--- src/rtl/i2c_stat_dma.sv ---
module i2c_stat_dma (
  input  logic       clk,
  input  logic       rst_n,
  input  logic       byte_done,
  input  logic       byte_tx,
  input  logic       addr_hit,
  input  logic       arb_lost,
  input  logic       bus_busy,
  input  logic       range_hit,
  input  logic       slave_rd,
  input  logic       nack_rx,
  input  logic       dat_rd,
  input  logic       dat_wr,
  input  logic       ctl_wr,
  input  logic       st_wr,
  input  logic [7:0] wdata,
  input  logic       mode_tx,
  input  logic       fast_ack,
  input  logic       dma_en,
  input  logic       irq_en,
  output logic [7:0] status,
  output logic       irq,
  output logic       dma_req
);

  logic done_q, addr_q, busy_q, arb_q, range_q, srd_q, pend_q, nack_q;

  logic done_clr, arb_clr, pend_clr, pend_set;
  assign done_clr = (dat_rd & ~mode_tx) | (dat_wr & mode_tx);
  assign arb_clr  = st_wr & wdata[4];
  assign pend_clr = st_wr & wdata[1];
  assign pend_set = byte_done | addr_hit | arb_lost;

  always_ff @(posedge clk or negedge rst_n) begin
    if (!rst_n) begin
      done_q  <= 1'b1;
      addr_q  <= 1'b0;
      busy_q  <= 1'b0;
      arb_q   <= 1'b0;
      range_q <= 1'b0;
      srd_q   <= 1'b0;
      pend_q  <= 1'b0;
      nack_q  <= 1'b0;
    end else begin
      if (byte_done | addr_hit) done_q <= 1'b1;
      else if (done_clr)        done_q <= 1'b0;
      if (addr_hit)             addr_q <= 1'b1;
      else if (ctl_wr)          addr_q <= 1'b0;
      if (arb_lost)             arb_q  <= 1'b1;
      else if (arb_clr)         arb_q  <= 1'b0;
      if (pend_set)             pend_q <= 1'b1;
      else if (pend_clr)        pend_q <= 1'b0;
      busy_q  <= bus_busy;
      range_q <= range_hit;
      srd_q   <= slave_rd;
      nack_q  <= nack_rx;
    end
  end

  assign status  = {done_q, addr_q, busy_q, arb_q, range_q, srd_q, pend_q, nack_q};
  assign irq     = pend_q & irq_en;
  assign dma_req = dma_en & (fast_ack ? (byte_done & byte_tx) : (byte_done | addr_hit));

  p_done_set_r2: assert property (@(posedge clk) disable iff (!rst_n)
    (byte_done | addr_hit) |=> status[7]);
  p_addr_set_r2: assert property (@(posedge clk) disable iff (!rst_n)
    addr_hit |=> status[6]);
  p_done_clr_r3: assert property (@(posedge clk) disable iff (!rst_n)
    (dat_rd & !mode_tx & !byte_done & !addr_hit) |=> !status[7]);
  p_addr_clr_r4: assert property (@(posedge clk) disable iff (!rst_n)
    (ctl_wr & !addr_hit) |=> !status[6]);
  p_arb_keep_r5: assert property (@(posedge clk) disable iff (!rst_n)
    (st_wr & !wdata[4] & !arb_lost) |=> (status[4] == $past(status[4])));
  p_pend_set_r6: assert property (@(posedge clk) disable iff (!rst_n)
    arb_lost |=> status[1]);
  p_fast_r9: assert property (@(posedge clk) disable iff (!rst_n)
    (fast_ack & dma_req) |-> (byte_done & byte_tx));
  p_dma_off_r10: assert property (@(posedge clk) disable iff (!rst_n)
    !dma_en |-> !dma_req);

endmodule

--- config.mk ---
export PLATFORM = sky130hd
export DESIGN_NAME = i2c_stat_dma
export DESIGN_NICKNAME = d
export VERILOG_FILES = /design/src/rtl/i2c_stat_dma.sv
export SDC_FILE = /design/constraint.sdc
export NUM_CORES = 1
export LEC_CHECK = 0
export ABC_AREA = 0
export BUFFER_PORTS_ARGS = -buffer_cell sky130_fd_sc_hd__buf_4
export CAP_MARGIN = 20
export CORE_AREA = 5 5 42 44
export CTS_CLUSTER_DIAMETER = 60
export DETAILED_ROUTE_END_ITERATION = 10
export DIE_AREA = 0 0 47 49
export HOLD_SLACK_MARGIN = 0.12
export SYNTH_ARGS = -nofsm -noshare
export SYNTH_HDL_FRONTEND = slang
export SYNTH_SLANG_ARGS = --single-unit
--- constraint.sdc ---
create_clock -name clk -period 1.19 [get_ports clk]
set_input_delay 0.238 -clock clk [delete_from_list [all_inputs] [get_ports clk]]
set_output_delay 0.238 -clock clk [all_outputs]
set_load 0.005 [all_outputs]
# Word level (Yosys, flattened, before mapping)
# Cells that the tools add are included.
classes:
  n_addsub: 0
  multipliers: 0
  div_mod_pow: 0
  order_cmp: 0
  eq_ne: 0
  n_shift: 0
  mux: 9
  bitwise: 11
  reduce_logical: 4
ops:
  columns: ["op", "count"]
  rows:
  - ["two-way mux 1 bit", 9]
  - ["nonzero test 2 bit", 4]
  - ["bitwise AND 1 bit", 7]
  - ["bitwise OR 1 bit", 3]
  - ["inverter 1 bit", 1]
word_totals:
  ff_bits: 8
  latch_bits: 0
  mem_bits_rw: 0
  mem_bits_ro: 0
  inputBits: 26
  output_inout_bits: 10
  word_cells: 32
  memories: 0

# Longest topological paths before layout
# Gate-level depths: netlist of the first run.
depth:
  depth_word: 5
  ltp_mapped: 3
  mapped_depth_nobuf: 3

# Least setup slack after synthesis of the first run
# No wires, ideal clock.
synth_timing:
  kind: "register to output"
  from: "register done_q"
  to: "output port status[7]"
  arrival_ns: 0.598
  required_ns: 0.952
  slack_ns: 0.354
  path_stages_with_launch: 2
  n_path_buf: 1
  cell_sequence: "dfstp_2 > buf_4"
synth_lines:
  columns: ["item", "line_no", "source"]
  rows:
  - ["from (decl)", "26", "logic done_q, addr_q, busy_q, arb_q, range_q, srd_q, pend_q, nack_q;"]
  - ["from (signal assigned)", "36", "done_q <= 1'b1;"]
  - ["from (signal assigned)", "45", "if (byte_done | addr_hit) done_q <= 1'b1;"]
  - ["from (signal assigned)", "46", "else if (done_clr) done_q <= 1'b0;"]
  - ["to (decl)", "21", "output logic [7:0] status,"]
# No word-level cell between the ends.

# Final worst setup path of the first run
layout_timing:
  from: "register pend_q"
  to: "output port irq"
layout_via:
  elab_chain_len: 1
layout_rtl:
  columns: ["item", "line_no", "source"]
  rows:
  - ["from (decl)", "26", null]
  - ["from (signal assigned)", "42", "pend_q <= 1'b0;"]
  - ["from (signal assigned)", "51", "if (pend_set) pend_q <= 1'b1;"]
  - ["from (signal assigned)", "52", "else if (pend_clr) pend_q <= 1'b0;"]
  - ["bitwise AND 1 bit", "61", "assign irq = pend_q & irq_en;"]
  - ["to (decl)", "22", "output logic irq,"]
# No other way between the ends.

==> impl_metrics.yaml, run 1 <==
placement:
  dp_hpwl_microns: 663
  post-place-ws_ns: 0.202
  globalplace.congestion: 0.696
  dp.cells: 66
  io_buffers: 29
setup_path:
  startpoint_type: "flip-flop"
  r2r_end: "pend_q"
  cp_data_arrival_time_ns: 0.90
  ff2ff_path_depth: 1
  crit_fanout: 3
  worstSetupPathType: "reg -> out"
  worstSetupEndpointType: "output pin"
  required_ns: 0.95
  reg2reg_from: "pend_q"
  regToRegSetupSlack_ns: 0.33
synthesis:
  netlist.area_leader.share_pct: 50.9
  synth_common_cells: "8 x buf_4, 7 x dfrtp_1, 3 x nand2_1"
  syn_area_sq_um: 344
  synth_area_leaders: "dfrtp_1 51%, buf_4 17%, dfstp_2 7.6%"
  synth_cell_types: 12
  syn_nets: 55
  synth_edf_count: 0
  synth_ff_type: "dfrtp_1"
  ys_ff_latch: 8
  synth-async-reset-ratio_pct: 100
  synth_largest_area_cell: "dfrtp_1"
  yosysSeqAreaShare_pct: 58.5
  synth.avg_cell_area_sq_um: 11.9
  ys_warn_count: 0
  syn_inst: 29
  synth.most_common_cell: "buf_4"
final_layout:
  seq_area_sq_um: 201
  final_cells: 75
  fin_util_pct: 42.7
  nets: 86
  nFillCells: 158
  diodes: 0
  drive_above_1_share_pct: 55.9
  area_growth_pct: 73.8
  multi_input_area_sq_um: 75.1
die:
  start_util_pct: 24.6
  coreArea_sq_um: 1400
  io_pins: 36
  fp.dieW_microns: 47
  die_h_microns: 49
  die-area_sq_um: 2300
  rows: 14
clocking:
  clockBufferDepth: 2
  cts_buffers: 3
  cts.htree.levels: 1
  cts_tree: "built"
  clk_pin_slew_ns: 0.06
  clockRootBuffer: "clkbuf_4"
  clk_latency_ns: 0.24
  cts_setup_buffers: 0
  clkSinkCount: 8
pwr:
  p_int_w: 0.000496
  powerDensity_nw_per_um2: 1040
  ir_drop_mv: 0.699
  leakage_nw: 0.303
  swShare_pct: 19.9
  combPwrFrac_pct: 18.4
  p_sw_w: 0.000124
  pwr-share-seq_pct: 47.3
  total_power_w: 0.000620
  pwr-share-clk_pct: 34.3
sta:
  finalSetupViolations: 0
  worstMarginPinSlew_ns: 0.116
  timing.setup.tns_ns: 0
  final_max_slew_viol_count: 0
  grt_setup_unrepaired: "no"
  fin_worst_skew_ns: 0
  post-route-period-util_pct: 95.9
  setup_slack_ns: 0.0491
  final.min_clock_period_ns: 1.14
  maxSlewHeadroom_pct: 92.1
  fmax_ghz: 0.876
  finalHoldViolations: 0
detailed_routing:
  post_drt_wl_per_cell_microns: 10.7
  via_per_inst: 3.77
  vias: 283
  drc_errors: 0
  drt_iter0_drc: 0
  firstDrtPassIters: 1
  drtAntennaViolNets: 0
  drt_wl_total_microns: 799
global_route:
  first_global_vias: 288
  grt_max_degree: 9
  overflow: 0
  antenna_found_initial: 0
  grt_usage_pct: 7.82
  grt_first_pass_wirelength_microns: 1250
min_path:
  hold_start: "arb_lost"
  hold_end: "pend_q"
  holdCritPathClass: "in -> reg"
  hold_path_depth: 2
run_status:
  status: "finished clean"
job:
  drv_cap: 0
[cells by family after synthesis]
kind of cell           share of synthesized area (%)
AOI/OAI and AO/OA                               13.8
DFF                                             58.5
buffers and inverters                           19.6
and+or+nand+nor                                 5.09
muxes                                           2.91
[critical path, cell delays in order (launching register included)]
cell and delay, ns:
dfrtp_1 0.39, and2_1 0.14, buf_4 0.13
[registers in the layout, summed over array words and instances (netlist names)]
register	count
addr_q	1
done_q	1
arb_q	1
busy_q	1
nack_q	1
srd_q	1
pend_q	1
range_q	1
[how the worst max path moves through the flow]
stage	from	end	slack (ns)
2_1_floorplan	done_q	status[7]	0.35
3_3_place_gp	fast_ack	dma_req	0.21
3_5_place_dp	fast_ack	dma_req	0.20
4_1_cts	pend_q	irq	0.02
5_1_grt	pend_q	irq	0.01
6_report	pend_q	irq	0.05
[timing repair]
action                     4_1_cts  5_1_grt
hold endpoints to repair        12        0
setup endpoints to repair        0        1
hold buffers                     5        0
resized for setup                0        0
[layer usage]
metal / share of wire (%) / vias to the layer above / GRT usage [%]
met3: 9.6 / 0 / 5.90
met2: 56 / 10 / 12.4
met1: 35 / 126 / 8.14
met4: 0 / 0 / 1.38
li1: - / 147 / -
met5: 0 / - / 0
[layout make-up]
type / instances / share of cell area [%]
tap: 16 / 3.35
clock buffer: 4 / 4.39
sequential: 8 / 33.7
timing repair buffer: 34 / 44.8
inverter: 2 / 1.26
multi-input combinational: 11 / 12.6
[layout by cell type, fill, tap and decap left out, types with 2 or more instances in the layout]
| cell type | n |
|---|---|
| dfrtp_1 | 7 |
| a21o_1 | 2 |
| clkbuf_4 | 3 |
| nand2_1 | 3 |
| dlygate4sd3_1 | 5 |
| inv_1 | 2 |
| buf_4 | 29 |
[metrics by stage]
step | area [sq um] | hold WS (ns)
after global placement | 522 | 0.0602
after detailed placement | 522 | 0.0603
final | 598 | 0.181
after floorplan | 344 | -0.0576
after global routing | 598 | 0.177
after CTS | 598 | 0.174
[power groups by stage]
stage               logic (W)  registers (W)  clock network, W
floorplan           0.0000373       0.000296                 0
global placement     0.000102       0.000297                 0
detailed placement   0.000104       0.000298                 0
CTS                  0.000117       0.000293          0.000226
global route         0.000127       0.000295          0.000240
finish               0.000114       0.000293          0.000213
(Power assumes the default switching activity.)
==> run 2, diff against run 1 <==
GPL_TIMING_DRIVEN = 0   (was unset)
SETUP_SLACK_MARGIN = 0.2   (was unset)
==> impl_metrics.yaml, run 2 (synthesis results as in run 1) <==
die:
  rows: 14
  fp.dieW_microns: 47
  die-area_sq_um: 2300
  coreArea_sq_um: 1400
  io_pins: 36
  start_util_pct: 24.6
  die_h_microns: 49
pwr:
  ir_drop_mv: 0.715
  total_power_w: 0.000662
  leakage_nw: 0.366
  powerDensity_nw_per_um2: 913
setup_path:
  r2r_end: "pend_q"
  ff2ff_path_depth: 1
  crit_family: "flip-flops"
  crit_buf_inv: 2
  cp_common_cell: "buf_6"
  worstSetupEndpointType: "output pin"
  crit_fanout: 2
  startpoint_type: "flip-flop"
  worstSetupPathType: "reg -> out"
  critPathMaxStageDelay_ns: 0.53
  cp_data_arrival_time_ns: 0.94
  reg2reg_from: "pend_q"
  regToRegSetupSlack_ns: 0.31
  cp_slowest_cell: "dfstp_2"
  path_cells: "buf_6 -> buf_6"
  required_ns: 0.95
clocking:
  cts.htree.levels: 1
  clk_latency_ns: 0.24
  clk_pin_slew_ns: 0.05
  clockBufferDepth: 2
  clkSinkCount: 8
  cts_buffers: 3
  clockRootBuffer: "clkbuf_4"
  cts_tree: "built"
sta:
  final_max_slew_viol_count: 0
  fmax_ghz: 0.852
  maxSlewHeadroom_pct: 92.1
  finalSetupViolations: 0
  worstMarginPinSlew_ns: 0.115
  post-route-period-util_pct: 98.6
  hold_ws_ns: 0.178
  fin_worst_skew_ns: 0
  grt_setup_unrepaired: "yes"
  finalHoldViolations: 0
  setup_slack_ns: 0.0167
  final.min_clock_period_ns: 1.17
placement:
  post-place-ws_ns: 0.192
  globalplace.congestion: 0.663
  postPlaceCellArea_sq_um: 582
  io_buffers: 29
global_route:
  overflow: 0
  grt_first_pass_wirelength_microns: 1260
  grt_max_degree: 9
  grt_usage_pct: 7.83
  first_global_vias: 328
  antenna_found_initial: 0
run_status:
  status: "finished clean"
final_layout:
  nets: 95
  area_growth_pct: 111
  final_common_cell: "buf_4"
  diodes: 0
  drive_above_1_share_pct: 63.2
  fin_util_pct: 51.8
  final_cell_area_sq_um: 726
  nFillCells: 131
  mostFrequentLayoutCells: "22 x buf_4, 16 x buf_6, 7 x dfrtp_1, 5 x dlygate4sd3_1"
min_path:
  hold_path_depth: 2
  hold_end: "arb_q"
  holdCritPathClass: "in -> reg"
  hold_start: "arb_lost"
detailed_routing:
  drtAntennaViolNets: 0
  drt_wl_total_microns: 810
  firstDrtPassIters: 3
  vias: 343
  drt_iter0_drc: 1
  post_drt_wl_per_cell_microns: 9.64
  drc_errors: 0
  via_per_inst: 4.08
job:
  drv_cap: 0
-- run 2: worst max-delay path by stage --
stage,start,to,cells after the start
finish,done_q,status[7],2
CTS,done_q,status[7],2
detailed placement,fast_ack,dma_req,5
global placement,fast_ack,dma_req,5
global route,done_q,status[7],2
floorplan,done_q,status[7],1
-- run 2: timing repair --
item / in CTS / in global routing
hold buffers: 5 / 0
hold endpoints to repair: 12 / 0
buffers inserted: 0 / 1
pin swaps: 1 / 1
resized for setup: 17 / 2
setup endpoints to repair: 10 / 10
-- run 2: layout make-up --
class | count | area, sq um | area share, %
inverters | 2 | 7.51 | 1.03
plain buffers | 8 | 90.1 | 12.4
repair buffers | 35 | 305 | 42.1
flip-flops and latches | 8 | 201 | 27.8
clock buffers | 4 | 26.3 | 3.62
well taps | 16 | 20.0 | 2.76
multi-input cells | 11 | 75.1 | 10.3
-- run 2: where the power goes --
part,switching (W),internal [W],leakage [nW],total (W)
clock network,0.0000816,0.000128,0.0150,0.000209
logic,0.0000406,0.000117,0.264,0.000158
registers,0.00000779,0.000288,0.0869,0.000296
total,0.000130,0.000532,0.366,0.000662
-- run 2: per-layer routing --
layer	global-route usage (%)	vias up	wire length, microns	share of wire, %
li1	-	165	-	-
met1	6.38	164	237	29
met2	14.5	12	487	60
met3	5.54	2	78	9.6
met4	1.38	0	8	0.99
met5	0	-	0	0
-- run 2: stage by stage --
step | setup TNS [ns] | instances
2_1_floorplan | 0 | 29
3_3_place_gp | 0 | 74
3_5_place_dp | 0 | 74
4_1_cts | 0 | 83
5_1_grt | -0.0313 | 84
6_report | 0 | 84
==> run 3, diff against run 2 <==
SETUP_SLACK_MARGIN = 0.1   (was 0.2)
==> impl_metrics.yaml, run 3 (synthesis results as in run 1) <==
clocking:
  clkSinkCount: 8
  cts_buffers: 3
  clockRootBuffer: "clkbuf_4"
  cts_tree: "built"
  clk_pin_slew_ns: 0.05
  cts_setup_buffers: 0
  clockBufferDepth: 2
  clk_latency_ns: 0.24
  cts.htree.levels: 1
sta:
  grt_setup_unrepaired: "yes"
  finalSetupViolations: 0
  hold_ws_ns: 0.179
  final_max_slew_viol_count: 0
  setup_slack_ns: 0.0551
  worstMarginPinSlew_ns: 0.149
  maxSlewHeadroom_pct: 90.0
  fin_worst_skew_ns: 0
  timing.setup.tns_ns: 0
  finalHoldViolations: 0
  post-route-period-util_pct: 95.4
  fmax_ghz: 0.881
  final.min_clock_period_ns: 1.13
global_route:
  first_global_vias: 306
  grt_usage_pct: 7.48
  grt_max_degree: 9
  antenna_found_initial: 0
  overflow: 0
  grt_first_pass_wirelength_microns: 1200
pwr:
  leakage_nw: 0.314
  powerDensity_nw_per_um2: 997
  ir_drop_mv: 0.706
final_layout:
  nets: 87
  diodes: 0
  nFillCells: 139
  final_common_cell: "buf_4"
  area_growth_pct: 81.5
  mostFrequentLayoutCells: "25 x buf_4, 7 x dfrtp_1, 5 x dlygate4sd3_1, 5 x buf_6"
  drive_above_1_share_pct: 56.7
  fin_util_pct: 44.6
die:
  die_h_microns: 49
  rows: 14
  die-area_sq_um: 2300
  coreArea_sq_um: 1400
  start_util_pct: 24.6
  fp.dieW_microns: 47
  io_pins: 36
setup_path:
  startpoint_type: "flip-flop"
  r2r_end: "pend_q"
  worstSetupPathType: "reg -> out"
  ff2ff_path_depth: 1
  required_ns: 0.95
  reg2reg_from: "pend_q"
  cp_data_arrival_time_ns: 0.90
  regToRegSetupSlack_ns: 0.33
  worstSetupEndpointType: "output pin"
  crit_fanout: 3
placement:
  io_buffers: 29
  post-place-ws_ns: 0.192
  globalplace.congestion: 0.663
detailed_routing:
  firstDrtPassIters: 4
  post_drt_wl_per_cell_microns: 10.2
  drt_wl_total_microns: 772
  drc_errors: 0
  drt_iter0_drc: 1
  via_per_inst: 4.07
  vias: 309
  drtAntennaViolNets: 0
min_path:
  holdCritPathClass: "in -> reg"
  hold_start: "arb_lost"
  hold_path_depth: 2
  hold_end: "arb_q"
job:
  drv_cap: 0
run_status:
  status: "finished clean"
run 3: worst max path at each step:
stage | start | to
after floorplan | done_q | status[7]
after global placement | fast_ack | dma_req
after detailed placement | fast_ack | dma_req
after CTS | pend_q | irq
after global routing | pend_q | irq
final | pend_q | irq
run 3: worst max-delay path, cell delays in order, from the launching register on:
cell and delay (ns):
dfrtp_1 0.39, and2_1 0.14, buf_4 0.13
run 3: power by group:
group	internal (W)	leakage [nW]	switching [W]
Sequential	0.000288	0.0869	0.00000670
Combinational	0.0000860	0.212	0.0000331
Clock	0.000128	0.0150	0.0000813
run 3: timing repair:
action,in CTS,in global routing
pin swaps,1,0
resized for setup,4,1
hold buffers,5,0
setup endpoints to repair,7,7
endpoints found under the hold margin,12,0
run 3: metrics by stage:
step | total power (W) | cells | cell area (sq um)
CTS | 0.000648 | 80 | 651
global placement | 0.000418 | 74 | 582
finish | 0.000622 | 76 | 624
detailed placement | 0.000420 | 74 | 582
global route | 0.000667 | 76 | 624
floorplan | 0.000334 | 29 | 344
run 3: layer usage:
layer | routed length (microns) | track usage [%] | vias to the layer above
li1 | - | - | 150
met4 | 8 | 1.38 | 0
met2 | 443 | 13.3 | 10
met3 | 71 | 5.54 | 2
met5 | 0 | 0 | -
met1 | 249 | 6.38 | 147
run 3: area by class of cell:
class                           instances  area (sq um)  area share (%)
Buffer                                  1          7.51            1.20
Clock buffer                            4          26.3            4.21
Inverter                                2          7.51            1.20
Multi-Input combinational cell         11          75.1            12.0
Sequential cell                         8           201            32.3
Tap cell                               16          20.0            3.21
Timing Repair Buffer                   34           287            45.9
